### src/rtl/rsv_pkg.sv
package rsv_pkg;

  typedef enum logic [1:0] {
    OP_ADD  = 2'd0,
    OP_XNOR = 2'd1,
    OP_MUL  = 2'd2,
    OP_SUB  = 2'd3
  } op_e;

  localparam int NUM_UNITS = 3;

  // unit 0: short ALU, unit 1: multiplier, unit 2: long unit
  function automatic int unit_of(op_e op);
    case (op)
      OP_ADD, OP_XNOR: return 0;
      OP_MUL:          return 1;
      default:         return 2;
    endcase
  endfunction

endpackage

### src/rtl/rsv_regfile.sv
module rsv_regfile #(
  parameter int NREG = 16,
  parameter int DW   = 32,
  parameter int RW   = $clog2(NREG)
) (
  input  logic          clk,
  input  logic          rst,
  input  logic          we,
  input  logic [RW-1:0] waddr,
  input  logic [DW-1:0] wdata,
  input  logic [RW-1:0] raddr_a,
  input  logic [RW-1:0] raddr_b,
  output logic [DW-1:0] rdata_a,
  output logic [DW-1:0] rdata_b
);

  // storage has no reset so it maps onto distributed RAM
  logic [DW-1:0]   mem [NREG];
  logic [NREG-1:0] written_q;

  always_ff @(posedge clk) begin
    if (we && waddr != '0) mem[waddr] <= wdata;
  end

  always_ff @(posedge clk) begin
    if (rst) written_q <= '0;
    else if (we && waddr != '0) written_q[waddr] <= 1'b1;
  end

  assign rdata_a = (raddr_a != '0 && written_q[raddr_a]) ? mem[raddr_a] : '0;
  assign rdata_b = (raddr_b != '0 && written_q[raddr_b]) ? mem[raddr_b] : '0;

  AST_R0_NEVER_MARKED: assert property (@(posedge clk) disable iff (rst)
    !written_q[0]) else $error("register 0 recorded as written");

endmodule

### src/rtl/rsv_busy_table.sv
module rsv_busy_table #(
  parameter int NREG = 16,
  parameter int RW   = $clog2(NREG)
) (
  input  logic          clk,
  input  logic          rst,
  input  logic [RW-1:0] chk_a,
  input  logic [RW-1:0] chk_b,
  input  logic [RW-1:0] chk_d,
  input  logic          set_en,
  input  logic [RW-1:0] set_reg,
  input  logic          clr_en,
  input  logic [RW-1:0] clr_reg,
  output logic          hazard
);

  logic [NREG-1:0] busy_q;
  logic [NREG-1:0] busy_d;

  always_comb begin
    busy_d = busy_q;
    if (clr_en) busy_d[clr_reg] = 1'b0;
    if (set_en) busy_d[set_reg] = 1'b1;
    busy_d[0] = 1'b0;
  end

  always_ff @(posedge clk) begin
    if (rst) busy_q <= '0;
    else     busy_q <= busy_d;
  end

  assign hazard = busy_q[chk_a] | busy_q[chk_b] | busy_q[chk_d];

  AST_WB_ONLY_BUSY: assert property (@(posedge clk) disable iff (rst)
    (clr_en && clr_reg != '0) |-> busy_q[clr_reg]) else $error("writeback to idle register");
  AST_NO_DOUBLE_BOOK: assert property (@(posedge clk) disable iff (rst)
    (set_en && set_reg != '0) |-> !busy_q[set_reg]) else $error("register booked twice");
  AST_SET_STICKS: assert property (@(posedge clk) disable iff (rst)
    (set_en && set_reg != '0) |=> busy_q[$past(set_reg)]) else $error("booking lost");

endmodule

### src/rtl/rsv_port_timeline.sv
module rsv_port_timeline #(
  parameter int DEPTH = 8,
  parameter int LW    = $clog2(DEPTH)
) (
  input  logic          clk,
  input  logic          rst,
  input  logic [LW-1:0] req_lat,
  input  logic          book,
  output logic          slot_taken,
  output logic          due_now
);

  // slot_q[d] set: the port is written at the (d+1)-th upcoming edge
  logic [DEPTH-1:0] slot_q;
  logic [DEPTH-1:0] slot_d;

  always_comb begin
    slot_d = {1'b0, slot_q[DEPTH-1:1]};
    if (book) slot_d[req_lat - LW'(1)] = 1'b1;
  end

  always_ff @(posedge clk) begin
    if (rst) slot_q <= '0;
    else     slot_q <= slot_d;
  end

  assign slot_taken = slot_q[req_lat];
  assign due_now    = slot_q[0];

  AST_SLOT_ADVANCES: assert property (@(posedge clk) disable iff (rst)
    (!book && slot_q[1]) |=> slot_q[0]) else $error("booking did not advance");

endmodule

### src/rtl/rsv_fixed_unit.sv
module rsv_fixed_unit #(
  parameter int LAT = 1,
  parameter int DW  = 32,
  parameter int RW  = 4
) (
  input  logic          clk,
  input  logic          rst,
  input  logic          in_v,
  input  logic [RW-1:0] in_dst,
  input  logic [DW-1:0] in_data,
  output logic          out_v,
  output logic [RW-1:0] out_dst,
  output logic [DW-1:0] out_data
);

  logic          v_q    [LAT];
  logic [RW-1:0] dst_q  [LAT];
  logic [DW-1:0] data_q [LAT];

  always_ff @(posedge clk) begin
    if (rst) begin
      for (int i = 0; i < LAT; i++) v_q[i] <= 1'b0;
    end else begin
      v_q[0] <= in_v;
      for (int i = 1; i < LAT; i++) v_q[i] <= v_q[i-1];
    end
  end

  always_ff @(posedge clk) begin
    dst_q[0]  <= in_dst;
    data_q[0] <= in_data;
    for (int i = 1; i < LAT; i++) begin
      dst_q[i]  <= dst_q[i-1];
      data_q[i] <= data_q[i-1];
    end
  end

  assign out_v    = v_q[LAT-1];
  assign out_dst  = dst_q[LAT-1];
  assign out_data = data_q[LAT-1];

endmodule

### src/rtl/rsv_issue_stage.sv
module rsv_issue_stage
  import rsv_pkg::*;
#(
  parameter int DW         = 32,
  parameter int NREG       = 16,
  parameter int RW         = $clog2(NREG),
  parameter int LAT_ALU    = 1,
  parameter int LAT_MUL    = 3,
  parameter int LAT_LONG   = 6,
  parameter int PORT_DEPTH = 8
) (
  input  logic          clk,
  input  logic          rst,
  input  logic          in_valid,
  output logic          in_ready,
  input  logic [1:0]    in_op,
  input  logic [RW-1:0] in_src_a,
  input  logic [RW-1:0] in_src_b,
  input  logic [RW-1:0] in_dst,
  output logic          iss_valid,
  output logic [1:0]    iss_op,
  output logic [DW-1:0] iss_opnd_a,
  output logic [DW-1:0] iss_opnd_b,
  output logic [RW-1:0] iss_dst,
  output logic          wb_valid,
  output logic [RW-1:0] wb_dst,
  output logic [DW-1:0] wb_data
);

  localparam int LW = $clog2(PORT_DEPTH);
  localparam int UNIT_LAT [NUM_UNITS] = '{LAT_ALU, LAT_MUL, LAT_LONG};

  op_e                 op;
  logic [NUM_UNITS-1:0] unit_hit;
  int                  sel_lat;
  logic [LW-1:0]       req_lat;
  logic                reg_hazard, slot_taken, due_now, fire;
  logic [DW-1:0]       opnd_a, opnd_b, result;

  logic                tail_v    [NUM_UNITS];
  logic [RW-1:0]       tail_dst  [NUM_UNITS];
  logic [DW-1:0]       tail_data [NUM_UNITS];
  logic [NUM_UNITS-1:0] tail_vec;
  logic                port_we;
  logic [RW-1:0]       port_dst;
  logic [DW-1:0]       port_data;

  assign op = op_e'(in_op);

  always_comb begin
    unit_hit = '0;
    sel_lat  = LAT_ALU;
    for (int u = 0; u < NUM_UNITS; u++) begin
      if (unit_of(op) == u) begin
        unit_hit[u] = 1'b1;
        sel_lat     = UNIT_LAT[u];
      end
    end
  end
  assign req_lat = LW'(sel_lat);

  // hazard checks
  rsv_busy_table #(.NREG(NREG), .RW(RW)) u_busy (
    .clk(clk), .rst(rst),
    .chk_a(in_src_a), .chk_b(in_src_b), .chk_d(in_dst),
    .set_en(fire), .set_reg(in_dst),
    .clr_en(port_we), .clr_reg(port_dst),
    .hazard(reg_hazard)
  );

  rsv_port_timeline #(.DEPTH(PORT_DEPTH), .LW(LW)) u_port (
    .clk(clk), .rst(rst),
    .req_lat(req_lat), .book(fire),
    .slot_taken(slot_taken), .due_now(due_now)
  );

  assign in_ready = !reg_hazard && !slot_taken;
  assign fire     = in_valid && in_ready;

  // operand read
  rsv_regfile #(.NREG(NREG), .DW(DW), .RW(RW)) u_rf (
    .clk(clk), .rst(rst),
    .we(port_we), .waddr(port_dst), .wdata(port_data),
    .raddr_a(in_src_a), .raddr_b(in_src_b),
    .rdata_a(opnd_a), .rdata_b(opnd_b)
  );

  always_comb begin
    case (op)
      OP_ADD:  result = opnd_a + opnd_b;
      OP_XNOR: result = ~(opnd_a ^ opnd_b);
      OP_MUL:  result = opnd_a * opnd_b;
      default: result = opnd_a - opnd_b;
    endcase
  end

  // fixed-latency units
  for (genvar u = 0; u < NUM_UNITS; u++) begin : g_unit
    rsv_fixed_unit #(.LAT(UNIT_LAT[u]), .DW(DW), .RW(RW)) u_fu (
      .clk(clk), .rst(rst),
      .in_v(fire && unit_hit[u]), .in_dst(in_dst), .in_data(result),
      .out_v(tail_v[u]), .out_dst(tail_dst[u]), .out_data(tail_data[u])
    );
    assign tail_vec[u] = tail_v[u];
  end

  // single write port: bookings guarantee at most one tail is live
  always_comb begin
    port_we   = 1'b0;
    port_dst  = '0;
    port_data = '0;
    for (int u = 0; u < NUM_UNITS; u++) begin
      if (tail_v[u]) begin
        port_we   = 1'b1;
        port_dst  = tail_dst[u];
        port_data = tail_data[u];
      end
    end
  end

  // registered outputs
  always_ff @(posedge clk) begin
    if (rst) begin
      iss_valid <= 1'b0;
      wb_valid  <= 1'b0;
    end else begin
      iss_valid <= fire;
      wb_valid  <= port_we;
    end
  end

  always_ff @(posedge clk) begin
    if (fire) begin
      iss_op     <= in_op;
      iss_opnd_a <= opnd_a;
      iss_opnd_b <= opnd_b;
      iss_dst    <= in_dst;
    end
    if (port_we) begin
      wb_dst  <= port_dst;
      wb_data <= port_data;
    end
  end

  AST_WB_ONEHOT: assert property (@(posedge clk) disable iff (rst)
    $onehot0(tail_vec)) else $error("two results on one port edge");
  AST_PORT_MATCH: assert property (@(posedge clk) disable iff (rst)
    due_now == port_we) else $error("write port booking mismatch");
  AST_ISS_FOLLOWS: assert property (@(posedge clk) disable iff (rst)
    (in_valid && in_ready) |=> iss_valid) else $error("accepted but not issued");
  AST_ISS_IDLE: assert property (@(posedge clk) disable iff (rst)
    !(in_valid && in_ready) |=> !iss_valid) else $error("issue without acceptance");
  AST_WB_AFTER_TAIL: assert property (@(posedge clk) disable iff (rst)
    port_we |=> wb_valid) else $error("writeback not shown");

endmodule

### config.mk
export PLATFORM = sky130hd
export DESIGN_NAME = rsv_issue_stage
export DESIGN_NICKNAME = d
export VERILOG_FILES = /design/src/rtl/rsv_pkg.sv /design/src/rtl/rsv_regfile.sv /design/src/rtl/rsv_busy_table.sv /design/src/rtl/rsv_port_timeline.sv /design/src/rtl/rsv_fixed_unit.sv /design/src/rtl/rsv_issue_stage.sv
export SDC_FILE = /design/constraint.sdc
export NUM_CORES = 2
export LEC_CHECK = 0
export BUFFER_PORTS_ARGS = -buffer_cell sky130_fd_sc_hd__buf_2
export CAP_MARGIN = 40
export CORE_ASPECT_RATIO = 1.75
export CORE_UTILIZATION = 56
export CTS_BUF_LIST = sky130_fd_sc_hd__clkbuf_4
export DETAILED_ROUTE_END_ITERATION = 8
export PLACE_DENSITY = 0.73
export SYNTH_ARGS = -nofsm -noshare
export SYNTH_HDL_FRONTEND = slang
export SYNTH_SLANG_ARGS = --single-unit
### constraint.sdc
create_clock -name clk -period 13.3 [get_ports clk]
set_clock_uncertainty 0.1 [all_clocks]
set_input_delay 0.665 -clock clk [delete_from_list [all_inputs] [get_ports clk]]
set_output_delay 0.665 -clock clk [all_outputs]
set_load 0.1 [all_outputs]
# Yosys cells after proc, flatten, opt, wreduce, memory -nomap -nowiden
# Memories as Yosys holds them, arrays and structs flattened.
# Index checks and enable logic that the tools add are counted.
dict set report totals {
  ram_bits 882
  wordCells 135
  inputBits 17
  n_memories 10
  reg_bits 148
}
dict set report classes {
  muxes 55
  magnitude_cmp 9
  bitwise 19
  add_sub_neg 3
  mul 1
  n_reduce_logical 21
  eq_ne 4
}
# memory depth word_bits rd rd_clocked_by_memory_dff write_ports line
set mem_list {}
lappend mem_list {u_rf.mem 16 32 2 0 1 rsv_regfile.sv:18} ;# logic [DW-1:0] mem [NREG];
lappend mem_list {{g_unit[2].u_fu.data_q} 6 32 6 0 6 rsv_fixed_unit.sv:18} ;# logic [DW-1:0] data_q [LAT];
lappend mem_list {{g_unit[1].u_fu.data_q} 3 32 3 0 3 rsv_fixed_unit.sv:18}
lappend mem_list {{g_unit[0].u_fu.data_q} 1 32 1 0 1 rsv_fixed_unit.sv:18}
lappend mem_list {{g_unit[2].u_fu.dst_q} 6 4 6 0 6 rsv_fixed_unit.sv:17} ;# logic [RW-1:0] dst_q [LAT];
lappend mem_list {{g_unit[1].u_fu.dst_q} 3 4 3 0 3 rsv_fixed_unit.sv:17}
lappend mem_list {{4 more memories} -- -- -- -- -- --}
# operator n
set op_table {}
lappend op_table {{$mux W32} 5}
lappend op_table {{$pmux W32 S3} 1}
lappend op_table {{$add A32 B32 Y32} 1}
lappend op_table {{$eq A32 B2 Y1 const B} 1}
lappend op_table {{$eq A32 B3 Y1 const B} 1}
lappend op_table {{$logic_not A32 Y1} 1}
lappend op_table {{$mul A32 B32 Y32} 1}
lappend op_table {{$mux W16} 2}
lappend op_table {{$not A32 Y32} 1}
lappend op_table {{$or A16 B16 Y16} 2}
lappend op_table {{$sub A32 B32 Y32} 1}
lappend op_table {{$xor A32 B32 Y32} 1}
lappend op_table {{$mux W1} 31}
lappend op_table {{$bmux W1 S4} 5}
lappend op_table {{$lt A4 B5 Y1 const B} 4}
lappend op_table {{$and A16 B16 Y16} 1}
lappend op_table {{$not A16 Y16} 1}
lappend op_table {{$mux W4} 3}
lappend op_table {{$reduce_bool A4 Y1} 3}
lappend op_table {{$logic_and A1 B1 Y1} 11}
lappend op_table {{$or A1 B1 Y1} 11}
lappend op_table {{$demux W1 S4} 2}
lappend op_table {{$ge A4 B1 Y1 const B} 2}
lappend op_table {{$lt A3 B4 Y1 const B} 2}
lappend op_table {{16 further kinds} 18}

# Depth between registers and ports, before layout
dict set report depth {
  ltp_word 13
  depth_mapped 39
}

# Cells and area by module
# From an unflattened synthesis, not the netlist that was laid out.
dict set report unflattened {
  cells_unflattened 4158
  area_unflattened_um2 56181.4
}
# mod instances cells_each seq_area_each_um2 area_each_um2
set by_module_without_submodules {}
lappend by_module_without_submodules {rsv_regfile 1 1139 15675.0 24273.3}
lappend by_module_without_submodules {rsv_issue_stage 1 2454 3223.1 22785.6}
lappend by_module_without_submodules {{rsv_fixed_unit (g_unit[2].u_fu)} 1 228 4444.3 4481.8}
lappend by_module_without_submodules {{rsv_fixed_unit (g_unit[1].u_fu)} 1 150 2222.1 2511.2}
lappend by_module_without_submodules {rsv_busy_table 1 112 300.3 1006.0}
lappend by_module_without_submodules {{rsv_fixed_unit (g_unit[0].u_fu)} 1 38 740.7 754.5}
lappend by_module_without_submodules {rsv_port_timeline 1 37 160.2 369.1}

# Least setup slack after synthesis
# OpenSTA, ideal clock, no wires.
dict set report synth_timing {
  kind {in2reg}
  startpoint {input in_src_b[2]}
  endpoint {memory g_unit[1].u_fu.data_q[0][31]}
  t_arrival_ps 9304
  setup_time_ps 58
  slack_ps 3838
  path_stages 30
  cell_sequence {buf_4 > buf_2 > buf_1 > mux4_2 > mux2_2 > a31oi_2 > clkbuf_1 > clkbuf_1 > nor2_1 > fa_1 > inv_1 > fa_1 > fa_1 > fa_1 > inv_1 > fa_1 > ha_1 > fa_1 > inv_1 > fa_1 > inv_1 > ha_1 > a2111oi_0 > or3b_2 > o221ai_1 > o211ai_1 > a311oi_1 > xnor3_1 > nor2_1 > o22a_1}
}
# item line
set synth_rtl {}
lappend synth_rtl {{start, declared} rsv_issue_stage.sv:18} ;# input logic [RW-1:0] in_src_b,
lappend synth_rtl {{end, declared} rsv_fixed_unit.sv:18}

==> impl_metrics.ini <==
[status]
status = finished, final reports clean

[clocking]
cts_sinks = 883
htreeDepth = 4
cts_buffer_depth = 3
clk_pin_slew_worst_paths_ns = 0.07
cts_resized = 0
root_buffer = clkbuf_4
cts_tree = done
clk_latency_ns = 1.13
cts_buffers = 186

[grt]
grt_max_degree = 84
grt_overflow = 0
grt_pass1_vias = 37400
antenna_found_initial = 8
grt_pass1_wl_um = 235000
grt_usage_pct = 34.5

[drt]
top_layer = met5
wl_met2_um = 79700
wl_met1_um = 51500
vias = 35200
drc = 0
wl_met3_um = 14000
avgViaCountPerCell = 6.22
routed_wl_um = 160000
ant_nets = 0
firstDrtPassIters = 8
wl_per_cell_um = 28.2
drt_iter0_drc = 3371

[synth]
synthArstFlopShare_pct = 0
synth-edff-count = 618
muxShareOfSynthArea_pct = 14.0
synth_cell_types = 102
synth_top_cell_by_area = edfxtp_1
yosysMostFrequentCell = edfxtp_1
yosys.area_share.simple_pct = 7.14
yosysTopAreaCellShare_pct = 35.0
synth_top_family_by_area = adder cells
synthTopCellsByArea = edfxtp_1 35%, fa_1 15%, mux4_2 12%
synth-main-ff-cell = edfxtp_1
syn-instance-count = 4023
yosys_register_bits = 883
synth-xor-area-share_pct = 2.63
ys_warn_count = 0
syn_area_sq_mm = 0.0530
synth-compound-area-share_pct = 5.62
synth_adder_area_share_pct = 19.6
synthTopCellsByCount = 618 x edfxtp_1, 502 x inv_1, 409 x fa_1, 354 x nand2_1, 326 x nor2_1
syn_area_per_cell_sq_um = 13.2
yosysSeqAreaShare_pct = 45.0

[placed_design]
port-buffer-count = 125
placedInstanceArea_sq_mm = 0.0554
dp_worst_setup_slack_ns = 2.24
gp_congestion = 0.997
dp.cells = 5313
hpwlAfterDp_um = 111000

[power]
clkPwrFrac_pct = 33.6
ir_worst_vdd_mv = 0.0895
powerDensity_mw_per_mm2 = 106
comb_power_share_pct = 14.8
seqPwrFrac_pct = 51.6
p_int_mw = 4.39
sw_frac_of_total_pct = 28.7
cellLeakagePower_nw = 23.4
p_sw_mw = 1.77
total_power_mw = 6.16

[floorplanning]
die_w_um = 235
rows = 149
core_area_sq_mm = 0.0940
start_util_pct = 56.4
dieArea_sq_mm = 0.0959
io_pins = 126
die_h_um = 409

[worst_setup_path]
reg2reg_depth = 28
r2r-start = u_rf.written_q[14]
start_kind = primary input
crit_slowest_cell = o221ai_1
crit_start = in_src_b[2]
cp_common_cell = fa_1
cp_data_required_time_ns = 14.18
cp.arrival_ns = 11.37
critical_path.max_fanout = 39
critPathKind = primary input to flip-flop
endpoint_kind = flip-flop
crit_path_max_incr_delay_ns = 0.78

[timing]
hold_violations = 0
rsz0062_at_grt = false
setup_ws_ns = 2.81
worst_pin_slew_ns = 1.03
whs_ns = 0.197
final_max_slew_viol_count = 0
min_period_over_period_pct = 78.9
timing.setup.tns_ns = 0
fmax_ghz = 0.0953
final-setup-viol-count = 0
slew_headroom_pct = 31.6
fin_crit_ns = 10.49

[hold_path]
hold_path.startpoint = g_unit[2].u_fu.data_q[3][3]
min_path_type = flip-flop to flip-flop
holdPathStages = 0

[layout]
finalNetCount = 4904
fillers = 7344
stdcell_count = 5662
stdcell_area_sq_mm = 0.0579
area_delta_synth_final_pct = 9.14
drive_above_1_share_pct = 20.9
post-route-util_pct = 61.6

[flow_run]
drv_cap = 0
-- worst max-delay path: cells and delay by family --
kind                       cells  cell delay, ns
adders and majority gates     10            4.15
AOI/OAI and AO/OA              6            2.40
buffers and inverters          8            2.19
and+or+nand+nor                4            0.95
muxes                          2            0.87
xor gates and xnor gates       1            0.10
-- state kept, by name, indices dropped and copies added, names as in the netlist --
name                count
g_unit.u_fu.dst_q      24
wb_valid                1
iss_opnd_a             32
g_unit.u_fu.v_q        10
u_busy.busy_q          15
iss_op                  2
u_rf.mem              512
u_rf.written_q         15
iss_opnd_b             32
u_port.slot_q           7
wb_dst                  4
iss_valid               1
wb_data                32
iss_dst                 4
g_unit.u_fu.data_q    192
-- routing by layer --
metal  GRT usage (%)  up-vias
met4            26.2       10
met3            7.98      714
li1                -    14700
met1            37.9    17800
met5               0        -
met2            57.3     2094
-- power groups by stage --
stage                     sequential [mW]  combinational [mW]  clock, mW
after floorplan                      3.38               0.481          0
after global placement               3.23               0.878          0
after detailed placement             3.24               0.894          0
after CTS                            3.18               0.900       2.11
after global routing                 3.19               0.958       2.22
final                                3.18               0.913       2.07
-- cell usage in the layout, fill, tap and decap left out, drive strengths merged, types with 42 or more instances in the layout --
cell / count
o21ai: 91
edfxtp: 618
xnor2: 97
nor2: 330
dfxtp: 265
mux2i: 74
buf: 261
clkinv: 86
fa: 409
a22oi: 44
nor2b: 42
nand2: 355
clkbuf: 249
a21oi: 79
inv: 520
ha: 176
mux4: 284
-- cell type report --
class | instances | area (sq um) | area share (%)
multi-input cells | 2432 | 26200 | 45.3
flip-flops and latches | 883 | 23900 | 41.2
inverters | 529 | 1990 | 3.43
clock buffers | 249 | 1870 | 3.23
repair buffers | 270 | 1860 | 3.21
well taps | 1208 | 1510 | 2.61
clock inverters | 86 | 534 | 0.923
diodes | 5 | 12.5 | 0.0216
-- kinds of logic after synthesis --
kind of cell | after synthesis
flops | 883
xor+xnor | 140
other cells | 1
fa+ha+maj | 585
compound gates | 418
simple gates | 878
buf+inv | 739
mux | 379
-- what timing repair did --
item                                    in CTS  in global routing
hold buffers                                 8                  0
hold endpoints to repair                    59                  0
endpoints found under the setup margin       0                  0
buffers inserted                             0                  0
-- worst paths after layout --
kind	end	slack, ns
setup / recovery	g_unit[2].u_fu.data_q[0][23]	2.81
hold / removal	g_unit[2].u_fu.data_q[4][3]	0.20
setup reg to reg	g_unit[2].u_fu.data_q[0][23]	2.86
hold reg to reg	g_unit[2].u_fu.data_q[4][3]	0.20
No activity file was read; power rests on OpenSTA's default activity.
